[config.mk]
export PLATFORM = sky130hd
export DESIGN_NAME = seg_image_ctrl
export DESIGN_NICKNAME = d
export VERILOG_FILES = /design/src/rtl/seg_img_pkg.sv /design/src/rtl/seg_img_regs.sv /design/src/rtl/seg_img_shadow.sv /design/src/rtl/seg_img_status.sv /design/src/rtl/seg_image_ctrl.sv
export SDC_FILE = /design/constraint.sdc
export NUM_CORES = 1
export LEC_CHECK = 0
export CORE_MARGIN = 3
export CORE_UTILIZATION = 50
export DETAILED_ROUTE_END_ITERATION = 16
export DONT_BUFFER_PORTS = 1
export PLACE_DENSITY = 0.68
export SYNTH_ARGS = -nofsm -noshare
export SYNTH_HDL_FRONTEND = slang
export SYNTH_SLANG_ARGS = --single-unit
[constraint.sdc]
create_clock -name clk -period 1.7 [get_ports clk]
set_input_delay 0.425 -clock clk [delete_from_list [all_inputs] [get_ports clk]]
set_output_delay 0.425 -clock clk [all_outputs]
set_load 0.03 [all_outputs]
[src/rtl/seg_img_pkg.sv]
`timescale 1ns/1ps
package seg_img_pkg;

  // Bit positions shared by the enable, request and clear registers
  localparam int BIT_SOF = 0;
  localparam int BIT_UPD = 1;
  localparam int BIT_REQ = 0;

  // Offsets of the control words past the last image word
  localparam int OFS_IEN = 0;
  localparam int OFS_REQ = 1;
  localparam int OFS_CLR = 2;

  typedef struct packed {
    logic upd;
    logic sof;
  } flag_t;

endpackage

[src/rtl/seg_img_regs.sv]
`timescale 1ns/1ps
module seg_img_regs #(
  parameter int WORDS = 8,
  parameter int DW    = 32,
  parameter int AW    = 4
) (
  input  logic                      clk,
  input  logic                      rst,
  input  logic                      we_i,
  input  logic [AW-1:0]             addr_i,
  input  logic [DW-1:0]             wdata_i,
  input  logic                      lock_i,
  output logic [WORDS-1:0][DW-1:0]  img_o
);

  // One register per working-image word
  for (genvar g = 0; g < WORDS; g++) begin : g_word
    logic hit;
    assign hit = we_i && !lock_i && (addr_i == AW'(g));
    always_ff @(posedge clk) begin
      if (rst) begin
        img_o[g] <= '0;
      end else if (hit) begin
        img_o[g] <= wdata_i;
      end
    end
  end

endmodule

[src/rtl/seg_img_shadow.sv]
`timescale 1ns/1ps
module seg_img_shadow #(
  parameter int WORDS = 8,
  parameter int DW    = 32,
  parameter int IW    = 3
) (
  input  logic                      clk,
  input  logic                      rst,
  input  logic                      load_i,
  input  logic [WORDS-1:0][DW-1:0]  img_i,
  input  logic [IW-1:0]             rd_idx_i,
  output logic [DW-1:0]             rd_data_o
);

  logic [WORDS-1:0][DW-1:0] disp_q;

  // The display image is loaded from the working image as a whole
  always_ff @(posedge clk) begin
    if (rst) begin
      disp_q <= '0;
    end else if (load_i) begin
      disp_q <= img_i;
    end
  end

  // Registered lookup port for the drive logic
  always_ff @(posedge clk) begin
    if (rst) begin
      rd_data_o <= '0;
    end else if (32'(rd_idx_i) < WORDS) begin
      rd_data_o <= disp_q[rd_idx_i];
    end else begin
      rd_data_o <= '0;
    end
  end

endmodule

[src/rtl/seg_img_status.sv]
`timescale 1ns/1ps
module seg_img_status
  import seg_img_pkg::*;
(
  input  logic       clk,
  input  logic       rst,
  input  logic       en_i,
  input  logic       sof_i,
  input  logic       ien_we_i,
  input  logic       req_we_i,
  input  logic       clr_we_i,
  input  logic [1:0] wbits_i,
  output logic       load_o,
  output logic       req_o,
  output flag_t      flags_o,
  output flag_t      ien_o,
  output logic       on_o,
  output logic       irq_o
);

  logic frame_ok;
  logic clr_sof;
  logic clr_upd;

  assign frame_ok = en_i && sof_i;
  assign load_o   = req_o && frame_ok;
  assign clr_sof  = clr_we_i && wbits_i[BIT_SOF];
  assign clr_upd  = clr_we_i && wbits_i[BIT_UPD];

  always_ff @(posedge clk) begin
    if (rst) begin
      on_o    <= 1'b0;
      ien_o   <= '0;
      req_o   <= 1'b0;
      flags_o <= '0;
      irq_o   <= 1'b0;
    end else begin
      on_o <= en_i;
      if (ien_we_i) begin
        ien_o.sof <= wbits_i[BIT_SOF];
        ien_o.upd <= wbits_i[BIT_UPD];
      end
      req_o       <= (req_o && !frame_ok) || (req_we_i && wbits_i[BIT_REQ]);
      // A new event wins over a clear in the same cycle
      flags_o.sof <= frame_ok || (flags_o.sof && !clr_sof);
      flags_o.upd <= load_o   || (flags_o.upd && !clr_upd);
      irq_o       <= (flags_o.sof && ien_o.sof) || (flags_o.upd && ien_o.upd);
    end
  end

endmodule

[src/rtl/seg_image_ctrl.sv]
`timescale 1ns/1ps
module seg_image_ctrl
  import seg_img_pkg::*;
#(
  parameter int WORDS = 8,
  parameter int DW    = 32,
  parameter int AW    = 4,
  localparam int IW   = (WORDS > 1) ? $clog2(WORDS) : 1
) (
  input  logic          clk,
  input  logic          rst,
  input  logic          lcd_en_i,
  input  logic          frame_start_i,
  input  logic          bus_we_i,
  input  logic [AW-1:0] bus_addr_i,
  input  logic [DW-1:0] bus_wdata_i,
  input  logic [IW-1:0] disp_idx_i,
  output logic [DW-1:0] disp_data_o,
  output logic          stat_on_o,
  output logic          stat_req_o,
  output logic          stat_sof_o,
  output logic          stat_upd_o,
  output logic          irq_o
);

  localparam logic [AW-1:0] ADR_IEN = AW'(WORDS + OFS_IEN);
  localparam logic [AW-1:0] ADR_REQ = AW'(WORDS + OFS_REQ);
  localparam logic [AW-1:0] ADR_CLR = AW'(WORDS + OFS_CLR);

  logic [WORDS-1:0][DW-1:0] img_w;
  logic  load_w;
  logic  req_w;
  flag_t flags_w;
  flag_t ien_w;
  logic  ien_we;
  logic  req_we;
  logic  clr_we;

  assign ien_we = bus_we_i && (bus_addr_i == ADR_IEN);
  assign req_we = bus_we_i && (bus_addr_i == ADR_REQ);
  assign clr_we = bus_we_i && (bus_addr_i == ADR_CLR);

  seg_img_regs #(.WORDS(WORDS), .DW(DW), .AW(AW)) i_regs (
    .clk     (clk),
    .rst     (rst),
    .we_i    (bus_we_i),
    .addr_i  (bus_addr_i),
    .wdata_i (bus_wdata_i),
    .lock_i  (req_w),
    .img_o   (img_w)
  );

  seg_img_shadow #(.WORDS(WORDS), .DW(DW), .IW(IW)) i_shadow (
    .clk       (clk),
    .rst       (rst),
    .load_i    (load_w),
    .img_i     (img_w),
    .rd_idx_i  (disp_idx_i),
    .rd_data_o (disp_data_o)
  );

  seg_img_status i_status (
    .clk      (clk),
    .rst      (rst),
    .en_i     (lcd_en_i),
    .sof_i    (frame_start_i),
    .ien_we_i (ien_we),
    .req_we_i (req_we),
    .clr_we_i (clr_we),
    .wbits_i  (bus_wdata_i[1:0]),
    .load_o   (load_w),
    .req_o    (req_w),
    .flags_o  (flags_w),
    .ien_o    (ien_w),
    .on_o     (stat_on_o),
    .irq_o    (irq_o)
  );

  assign stat_req_o = req_w;
  assign stat_sof_o = flags_w.sof;
  assign stat_upd_o = flags_w.upd;

endmodule

# Yosys cells after proc, flatten, opt, wreduce, memory -nomap -nowiden
# Cells that the tools add are included.
[word_totals]
input_bits = 44
elab_cells = 68
register_bits = 551
[op_classes]
n_reduce_logical = 31
magnitude_cmp = 1
eq_ne = 10
muxes = 2
[ops]
columns = ["cell", "count"]
rows = [
  ["$bmux 32 s3", 1],
  ["$mux 32", 1],
  ["$logic_and 1x1->1", 22],
  ["$eq 4x3->1 const B", 4],
  ["$eq 4x4->1 const B", 3],
  ["$eq 4x2->1 const B", 2],
  ["$eq 4x1->1 const B", 1],
  ["$logic_not 1->1", 4],
  ["$logic_not 4->1", 1],
  ["$logic_or 1x1->1", 4],
  ["$lt 3x4->1 const B", 1],
]

# Longest topological paths before layout
# Gate-level depths: netlist of the first run.
[depth]
depth_word = 6
mapped_depth = 6

# Cells and area by module
# Synthesis of the first run repeated with hierarchy kept, for this count alone.
[unflattened]
hier_cells = 1939
hier_area_um2 = 21942.3
[modules_own_cells]
columns = ["mod", "seq_area_each_um2", "cells_per_inst", "instances", "area_per_inst_um2"]
rows = [
  ["seg_img_shadow", 5765.5, 1007, 1, 11571.1],
  ["seg_img_regs", 5124.9, 905, 1, 10069.7],
  ["seg_img_status", 140.1, 23, 1, 251.5],
  ["seg_image_ctrl", 0.0, 4, 1, 50.0],
]

# Worst setup path before layout of the first run
# No wires, ideal clock.
[synth_path]
kind = "input to register"
start = "input port disp_idx_i[1]"
end = "register i_shadow.rd_data_o[10]"
n_path_buf = 2
t_arrival_ns = 1.549
setup_slack_ns = 0.024
required_time_ns = 1.572
path_stages = 5
setup_ns = 0.128
path_cell_list = "buf_2 buf_4 mux4_2 mux2i_1 nor2_1"
[synth_via]
elab_chain_len = 2
[synth_lines]
columns = ["item", "line_no", "text"]
rows = [
  ["from (decl)", "seg_image_ctrl.sv:17", "input logic [IW-1:0] disp_idx_i,"],
  ["$bmux 32 s3", "seg_img_shadow.sv:31", "rd_data_o <= disp_q[rd_idx_i];"],
  ["$mux 32 (not written as such)", "seg_img_shadow.sv:31", ""],
  ["to (signal assigned)", "seg_img_shadow.sv:31", ""],
  ["to (decl)", "seg_img_shadow.sv:12", "output logic [DW-1:0] rd_data_o"],
]
# Every way passes these cells. The select of a mux whose other input is x is not followed.
# A chain may end at the register's enable or synchronous reset.

# Worst setup path after layout of the first run
[layout_path]
start = "register i_shadow.disp_q[231] (netlist name)"
end = "register i_shadow.rd_data_o[7]"
[layout_via]
elab_chain_len = 2
[layout_lines]
columns = ["item", "line_no", "text"]
rows = [
  ["from (decl)", "seg_img_shadow.sv:15", "logic [WORDS-1:0][DW-1:0] disp_q;"],
  ["from (signal assigned)", "seg_img_shadow.sv:22", "disp_q <= img_i;"],
  ["$bmux 32 s3", "seg_img_shadow.sv:31", ""],
  ["$mux 32 (not written as such)", "seg_img_shadow.sv:31", ""],
]
# Every way passes these cells. The select of a mux whose other input is x is not followed.

==> results, run 1 <==
- The number of distinct library cells after synthesis is 28.
- Of the available clock period, the critical path in the final layout requires 0.9916.
- Headroom to the max-slew limit came out at 0.06394.
- In this run, the number of DRC markers left after iteration 0 of detailed routing was 1,841.
- The initial antenna violation count came to 4.
- Setup repair after global routing left no endpoint under its margin.
- The first global-routing pass estimated 91,890 um of wire.
- The leakage power figure is 7.634 nW.
- The final core area utilization is 0.5692.
- The highest-delay cell along the critical path is sky130_fd_sc_hd__dlygate4sd3_1.
- The clock network fraction of design power is 0.460.
- The placed cell area is 21,800 um2.
- The die covers 45,360 um2.
- In the final design database the tool counted 2,444 nets.
- The number of gates on the worst path with buffers counted is 4.
- The placement row count is 75.
- The total standard cell area after synthesis is 21,420 um2.
- During placement, the flow inserted port buffers numbering 0.
- The worst-case hold path end point is i_regs.img_o[181].
- The number of synthesized flops with an enable pin is 0.
- The final cell area excluding filler cells is 23,980 um2.
- Overall power consumption after layout is estimated at 25.97 mW.
- The number of levels in the clock H-tree is 2.
- The critical path goes through mux4_2, mux2i_1, nor2_1, dlygate4sd3_1.
- The number of buffers and inverters on the critical path is 1.
- STA classifies the critical path endpoint as a register.
- The cell count after synthesis is 2,527.
- The TritonCTS clock tree is built.
- The gate family responsible for the most delay along the worst path is multiplexers.
- The total count of hold-check failures in the final report is 54.
- The total number of clock tree sinks is 551.
- For the worst flop-to-flop path, the logic depth is 4.
- At the worst endpoint, the arrival time is 2170 ps.
- Cell internal power was estimated by the tool at 20.28 mW.
- The maximum single-stage delay on the critical path is 590 ps.
- The total overflow reported by the global router is 0.
- In the routed layout, each cell is associated on average with a via count of 5.958.
- The checks that failed: negative hold slack.
- Dividing the detail-routed wire length by the instance count gives 19.65 um.
- The power share of the combinational group is 0.038.
- The switching power of the nets is 5.686 mW.
- Of the total power, registers draw 0.502.
- Counting flops with an async set or reset pin after synthesis yields a share of 0.
- IR analysis of the VDD net gives a maximum drop of 0.0006686 V.
- In this run the deepest clock path goes through 3 buffers.
- 81 I/O pins were placed.
- The worst register-to-register path begins at i_shadow.disp_q[231].
- The length of the first detailed-routing pass in iterations is 5.
- The min-delay analysis places its worst path in the category input port to register.
- Static timing analysis puts the maximum clock frequency at 593.2 MHz.
- For this run, the total global-route usage over all layers was measured as 0.2532.
- For this configuration, the core starts out at a cell density of 0.5084.
- The count of endpoints failing setup in the final report is 0.
- The highest net fanout along the worst path is 2.
- The clock transition at the registers of the reported paths is 60 ps.
- The proportion of total power due to net switching is 0.2190.
- At the pin with the least slew margin, the transition time is 1404 ps.
- The synthesized design contains 551 register bits.
- The wire length after detailed routing is 58,630 um.
- The worst hold path begins at rst.
- The final weighted congestion in routability-driven placement is 0.7386.
- During synthesis, Yosys emitted a total of 0 warnings.
- The power density over the cells is 1083 nW/um2.
- The post-detailed-placement half-perimeter wirelength is 29,750 um.
- The maximum number of pins on one net before global-route repair is 552.
- When the netlist entered floorplanning its net count stood at 2,571.
- The total vias in the final route is 17,773.
- The floorplan step set the die width to 213.0 um.
- The worst hold-check slack is -109.7 ps.
- The layout cell share with drive strength beyond 1 is 0.09214.
- The clock root buffer is sky130_fd_sc_hd__clkbuf_16.
- Counting instances, the worst hold path has a depth of 1.
- The startpoint class of the critical path is a register.
- In the synthesized netlist the dominant register cell turns out to be sky130_fd_sc_hd__dfxtp_1.
- In this run the critical register-to-register path is captured at i_shadow.rd_data_o[7].
- The required time of the critical path is 2180 ps.
- The final number of max-transition violations is 0.
- The largest clock skew in the final design is 14.89 ps.
- The later pin in the worst-skew pair is clocked with a latency of 610 ps.
- After detailed routing, the number of remaining DRC violations is 0.
- Relative to the synthesized area, the layout overhead comes to 11.96%.
- The tool flagged a number of max-cap violations equal to 0.
- The y dimension of the die is 213.0 um.
- The flow ran to the end, but the final reports show violations.
- The minimum clock period is 1686 ps.
- The number of buffers added by the clock tree synthesis step is 54.
- The area of the placeable core is 42,130 um2.
- The average instance in the mapped netlist occupies 8.477 um2.
- The number of global-route vias before repair is 16,649.
- The slack of the worst reg-to-reg path is 10 ps.
- The count of antenna-violating nets left after detailed routing is 0.
- The sequential element share of the synthesized area is 0.5150.
- The critical path is of the register to register type.
==> synth_stat cells, types with 2 or more instances <==
master | n | area share
sky130_fd_sc_hd__nor2_1 | 37 | 0.0065
sky130_fd_sc_hd__nand2b_1 | 2 | 0.00058
sky130_fd_sc_hd__mux4_2 | 64 | 0.067
sky130_fd_sc_hd__dfxtp_1 | 551 | 0.51
sky130_fd_sc_hd__mux2i_1 | 32 | 0.015
sky130_fd_sc_hd__buf_4 | 8 | 0.0028
sky130_fd_sc_hd__o21ai_0 | 138 | 0.032
sky130_fd_sc_hd__buf_6 | 12 | 0.0063
sky130_fd_sc_hd__a21oi_1 | 515 | 0.12
sky130_fd_sc_hd__nand2_1 | 514 | 0.090
sky130_fd_sc_hd__nand3_1 | 259 | 0.061
sky130_fd_sc_hd__a311oi_1 | 2 | 0.00082
sky130_fd_sc_hd__o21ai_1 | 120 | 0.028
sky130_fd_sc_hd__buf_1 | 14 | 0.0025
sky130_fd_sc_hd__buf_2 | 63 | 0.015
sky130_fd_sc_hd__nor2b_1 | 3 | 0.00088
sky130_fd_sc_hd__clkbuf_1 | 182 | 0.032
==> through the flow <==
stage               hold WS, ps  setup WS [ps]  setup TNS, ps  std cells
floorplan                 428.4          23.74              0       2527
global placement          431.5        -0.1846        -0.1846       2843
detailed placement        437.4         -4.945         -4.945       2843
CTS                      -80.16          3.940              0       2985
global route             -91.69          7.849              0       2982
finish                   -109.7          14.36              0       2983
==> power groups by stage <==
stage	clock (mW)	combinational, mW	sequential, mW
floorplan	0	0.829	13.3
global placement	0	0.814	13.3
detailed placement	0	0.822	13.3
CTS	12.1	0.982	13.0
global route	12.6	1.04	13.0
finish	11.9	0.998	13.0
==> what timing repair did <==
action | CTS | global route
endpoints found under the hold margin | 536 | 474
buffers inserted | 2 | 0
endpoints found under the setup margin | 1 | 7
pin swaps | 0 | 4
gates resized for setup | 2 | 5
hold buffers | 42 | 2
==> placed cells by master, fill, tap and decap left out, drive strengths merged <==
cell type and n:
diode 2, a311oi 2, dfxtp 551, nand3 259, or4b 1, clkbuf 83, nand2 514, a32oi 1
mux4 64, nand2b 2, nor2b 3, mux2i 32, o21ai 258, and4bb 1, nor4b 1, clkinvlp 1
nand4bb 1, bufinv 3, and3b 1, buf 58, and2 1, and3 1, or2 1, dlygate4sd3 38
nor2 37, a21oi 515, inv 1, nand3b 1, clkinv 10, a22oi 1
==> registers in the layout (all words and copies together) (netlist names) <==
| signal | cells |
|---|---|
| i_status.flags_o | 2 |
| i_shadow.disp_q | 256 |
| i_shadow.rd_data_o | 32 |
| i_status.req_o | 1 |
| i_status.on_o | 1 |
| i_status.ien_o | 2 |
| i_regs.img_o | 256 |
| i_status.irq_o | 1 |
==> final cells by class <==
class                      count  area, um2
sequential                   551      11040
multi-input combinational   1697       9229
fill                        3679      18150
timing repair buffer          96       1266
tap                          539      674.4
clock buffer                  83       1612
antenna                        2      5.005
clock inverter                15      156.4
==> worst max path at each step <==
stage | startpoint | end | slack (ps)
final | i_shadow.disp_q[231] | i_shadow.rd_data_o[7] | 10
after global routing | i_status.req_o | stat_req_o | 8
after CTS | i_status.req_o | stat_req_o | 4
after detailed placement | bus_addr_i[2] | i_regs.img_o[0] | -5
after global placement | bus_addr_i[2] | i_regs.img_o[31] | -0.2
after floorplan | disp_idx_i[1] | i_shadow.rd_data_o[10] | 20
==> worst reg2reg max path: cells and delay by family, from the launching register on <==
family                 cells  cell delay [ps]
buffers and inverters      1              590
AND/OR/NAND/NOR            1               50
flip-flops                 1              310
multiplexers               2              620
==> metal layers <==
metal  routed length, um  vias to the layer above  share of wire  track usage
met5                  27                        -        0.00046            0
met4                1101                        4          0.019      0.07456
met3                4103                      107          0.070      0.04496
met2               28040                      581           0.48       0.4135
met1               25360                     8647           0.43       0.3463
li1                    -                     8434              -            -
==> cell families after synthesis <==
family / after synthesis / share of synthesized area
AO/OA/AOI/OAI: 777 / 0.1822
buffers and inverters: 279 / 0.05818
flip-flops: 551 / 0.5150
multiplexers: 96 / 0.08224
AND/OR/NAND/NOR: 824 / 0.1624
Power figures use the tool's default switching activity.
==> inputs of run 2 (changes only) <==
HOLD_SLACK_MARGIN = 0.12   (was default)
==> run 2 against run 1 <==
Effect of this change: the flow finishes with violations (negative hold slack, max-slew violations, negative setup slack); clock skew is 1.0 ps lower; fmax shrank 6.8%; via count is 0.32% higher; global-route usage about the same; non-clock buffer count rose by 4; sequential power is essentially flat; critical endpoint is now i_status.flags_o[0]; largest cell class unchanged; largest power group unchanged.
==> results, run 2 (synthesis gave the netlist of run 1 again) <==
- The initial antenna violation count came to 6.
- The switching power of the nets is 5.703 mW.
- In this run the remaining antenna-violating nets after routing total 0.
- The first-pass GRT wire length is 91,880 um.
- The proportion of total power due to net switching is 0.2194.
- The HPWL after detailed placement is 29,750 um.
- The y dimension of the die is 213.0 um.
- The clock transition at the registers of the reported paths is 60 ps.
- Across the VDD grid, the largest voltage drop is 0.0006679 V.
- The gate family responsible for the most delay along the worst path is compound AO/OA/AOI/OAI gates.
- At the pin with the least slew margin, the transition time is 1526 ps.
- The final non-filler cell total is 2,988.
- In the final timing run, aggregate negative setup slack is -108.1 ps.
- The signal on the critical path passes through a311oi_1, dlygate4sd3_1.
- On the worst path, the slowest cell contributes a delay of 630 ps.
- For this design the top-level I/O count stands at 81.
- The category of the critical setup timing path is input port to register.
- The total count of hold-check failures in the final report is 80.
- The number of placed cells counting well taps is 2,843.
- The count of routing violations after the opening detailed-route iteration is 1,910.
- The classification of the worst-slack hold path is input port to register.
- The clock reaches the later pin of the worst-skew pair after 610 ps.
- The slack of the critical path is -108.1 ps.
- Across the whole layout, storage elements account for 11,040 um2.
- The tightest hold path in the finished design has a slack of -95.05 ps.
- The area of the placeable core is 42,130 um2.
- STA puts the critical path data arrival time at 2360 ps.
- The clock root buffer is sky130_fd_sc_hd__clkbuf_16.
- The share of total power dissipated in sequential elements is 0.501.
- The clock network fraction of design power is 0.459.
- In the finished design, the share of the clock period the worst path needs comes to 1.064.
- Of the total power, combinational logic draws 0.040.
- Input and output buffers added on the ports amount to 0.
- The post-cts hold buffer count is 48.
- Leaving out fill and tap cells, the most frequent cell in the layout is sky130_fd_sc_hd__dfxtp_1.
- The multi-input combinational cells in the finished layout cover a total of 9225 um2.
- The routed design has 58,630 um of wire.
- Measured along the x axis, the die boundary spans 213.0 um.
- In the routed design, unresolved DRC markers number 0.
- Timing analysis after detailed placement gives a worst setup slack of -4.945 ps.
- The final weighted congestion in routability-driven placement is 0.7386.
- The placed cell area is 21,800 um2.
- Internal power comes to 20.29 mW.
- The die covers 45,360 um2.
- For the final database, setup skew stands at 13.85 ps.
- The total number of nets in the final design is 2,448.
- The number of global-route vias before repair is 16,657.
- Counting both buffers and inverters, the worst setup path holds a total of 1.
- The overall routing resource usage is 0.2532.
- Along the worst hold path, the cell count comes to 1.
- The library cells used most frequently in the layout, excluding fill and tap cells, are sky130_fd_sc_hd__dfxtp_1 (544), sky130_fd_sc_hd__a21oi_1 (515), sky130_fd_sc_hd__nand2_1 (513).
- For this configuration, the core starts out at a cell density of 0.5084.
- The total overflow reported by the global router is 0.
- The final reports fail on negative hold slack, max-slew violations, negative setup slack.
- The routed wire length per instance is 19.62 um.
- The largest registers in the layout are i_regs.img_o (256), i_shadow.disp_q (256), i_shadow.rd_data_o (32).
- The max-capacitance violation count is 0.
- The highest-delay cell along the critical path is sky130_fd_sc_hd__a311oi_1.
- The flow ran to the end, but the final reports show violations.
- The minimum clock period is 1808 ps.
- Along the worst path, the maximum fanout reaches 551.
- In this run the deepest clock path goes through 3 buffers.
- After routing the design area is 24,050 um2.
- The placement row count is 75.
- The worst setup path is captured at a register.
- The startpoint class of the critical path is an input port.
- For this design the ratio of total power to cell area is 1081 nW/um2.
- Measured in cells, the most critical reg-to-reg path has a length of 4.
- Setup repair after global routing left no endpoint under its margin.
- The final number of max-transition violations is 46.
- The total number of clock tree sinks is 551.
- After filler insertion, the fill cell instance count of the layout stands at 3,666.
- The layout cell share with drive strength beyond 1 is 0.09403.
- The number of levels in the clock H-tree is 2.
- The upper clock frequency limit is 553.1 MHz.
- Setup violations remaining at the end of the flow were counted as 1.
- The required time of the critical path is 2250 ps.
- TritonCTS built the clock tree.
- Using the TritonRoute via totals, the vias-per-cell ratio works out to 5.967.
- The number of buffers added by the clock tree synthesis step is 54.
- The total vias in the final route is 17,830.
- The worst pin sits at a relative slew slack of -0.01714.
- The leakage power figure is 7.668 nW.
- The first detailed-routing pass ran for 5 iterations.
- The critical path runs through a total of 2 cells.
- The post-synthesis to final-layout area growth is 12.25%.
- The maximum number of pins on one net before global-route repair is 552.
[run 2: cell types whose count changed in the layout (fill, tap and decap cells not counted)]
cell / before / now
sky130_fd_sc_hd__buf_4: 22 / 24
sky130_fd_sc_hd__dfxtp_1: 546 / 544
sky130_fd_sc_hd__dfxtp_2: 4 / 6
sky130_fd_sc_hd__a21oi_1: 514 / 515
sky130_fd_sc_hd__a21oi_2: 1 / 0
sky130_fd_sc_hd__buf_12: 36 / 37
sky130_fd_sc_hd__buf_16: 0 / 1
sky130_fd_sc_hd__diode_2: 2 / 3
[run 2: what timing repair did]
| action | 4_1_cts | 5_1_grt |
|---|---|---|
| hold endpoints to repair | 550 | 543 |
| resized for setup | 2 | 6 |
| pin swaps | 0 | 6 |
| setup buffers | 2 | 3 |
| setup endpoints to repair | 1 | 10 |
[run 2: cell type report]
class                           instances  share of cell area
Antenna cell                            3           0.0003122
Tap cell                              539             0.02805
Multi-Input combinational cell       1697              0.3837
Clock buffer                           83             0.06702
Clock inverter                         15            0.006504
Timing Repair Buffer                  100             0.05526
Sequential cell                       551              0.4592
[run 2: power by group through the flow]
stage / Clock (mW) / Combinational (mW) / Sequential [mW]
after floorplan: 0 / 0.829 / 13.3
after global placement: 0 / 0.814 / 13.3
after detailed placement: 0 / 0.822 / 13.3
after CTS: 12.1 / 1.01 / 13.0
after global routing: 12.6 / 1.07 / 13.0
final: 11.9 / 1.03 / 13.0
[run 2: path summary, 6_finish.rpt]
path                             start               endpoint  slack, ps
setup / recovery                   rst    i_status.flags_o[0]       -110
hold / removal                     rst      i_regs.img_o[175]       -100
setup reg to reg  i_shadow.disp_q[231]  i_shadow.rd_data_o[7]         10
hold reg to reg      i_regs.img_o[228]   i_shadow.disp_q[228]        430
[run 2: metal layers]
| layer | track usage | vias to the layer above | share of wire |
|---|---|---|---|
| met5 | 0 | - | 0.00070 |
| met4 | 0.07456 | 6 | 0.021 |
| met3 | 0.04555 | 114 | 0.072 |
| met2 | 0.4137 | 600 | 0.48 |
| met1 | 0.3456 | 8677 | 0.43 |
| li1 | - | 8433 | - |
[run 2: stage by stage]
step / utilization / total power, mW
global placement: 0.5174 / 14.13
detailed placement: 0.5174 / 14.14
finish: 0.5707 / 26.00
floorplan: - / 14.14
CTS: 0.5716 / 26.13
global route: 0.5706 / 26.71
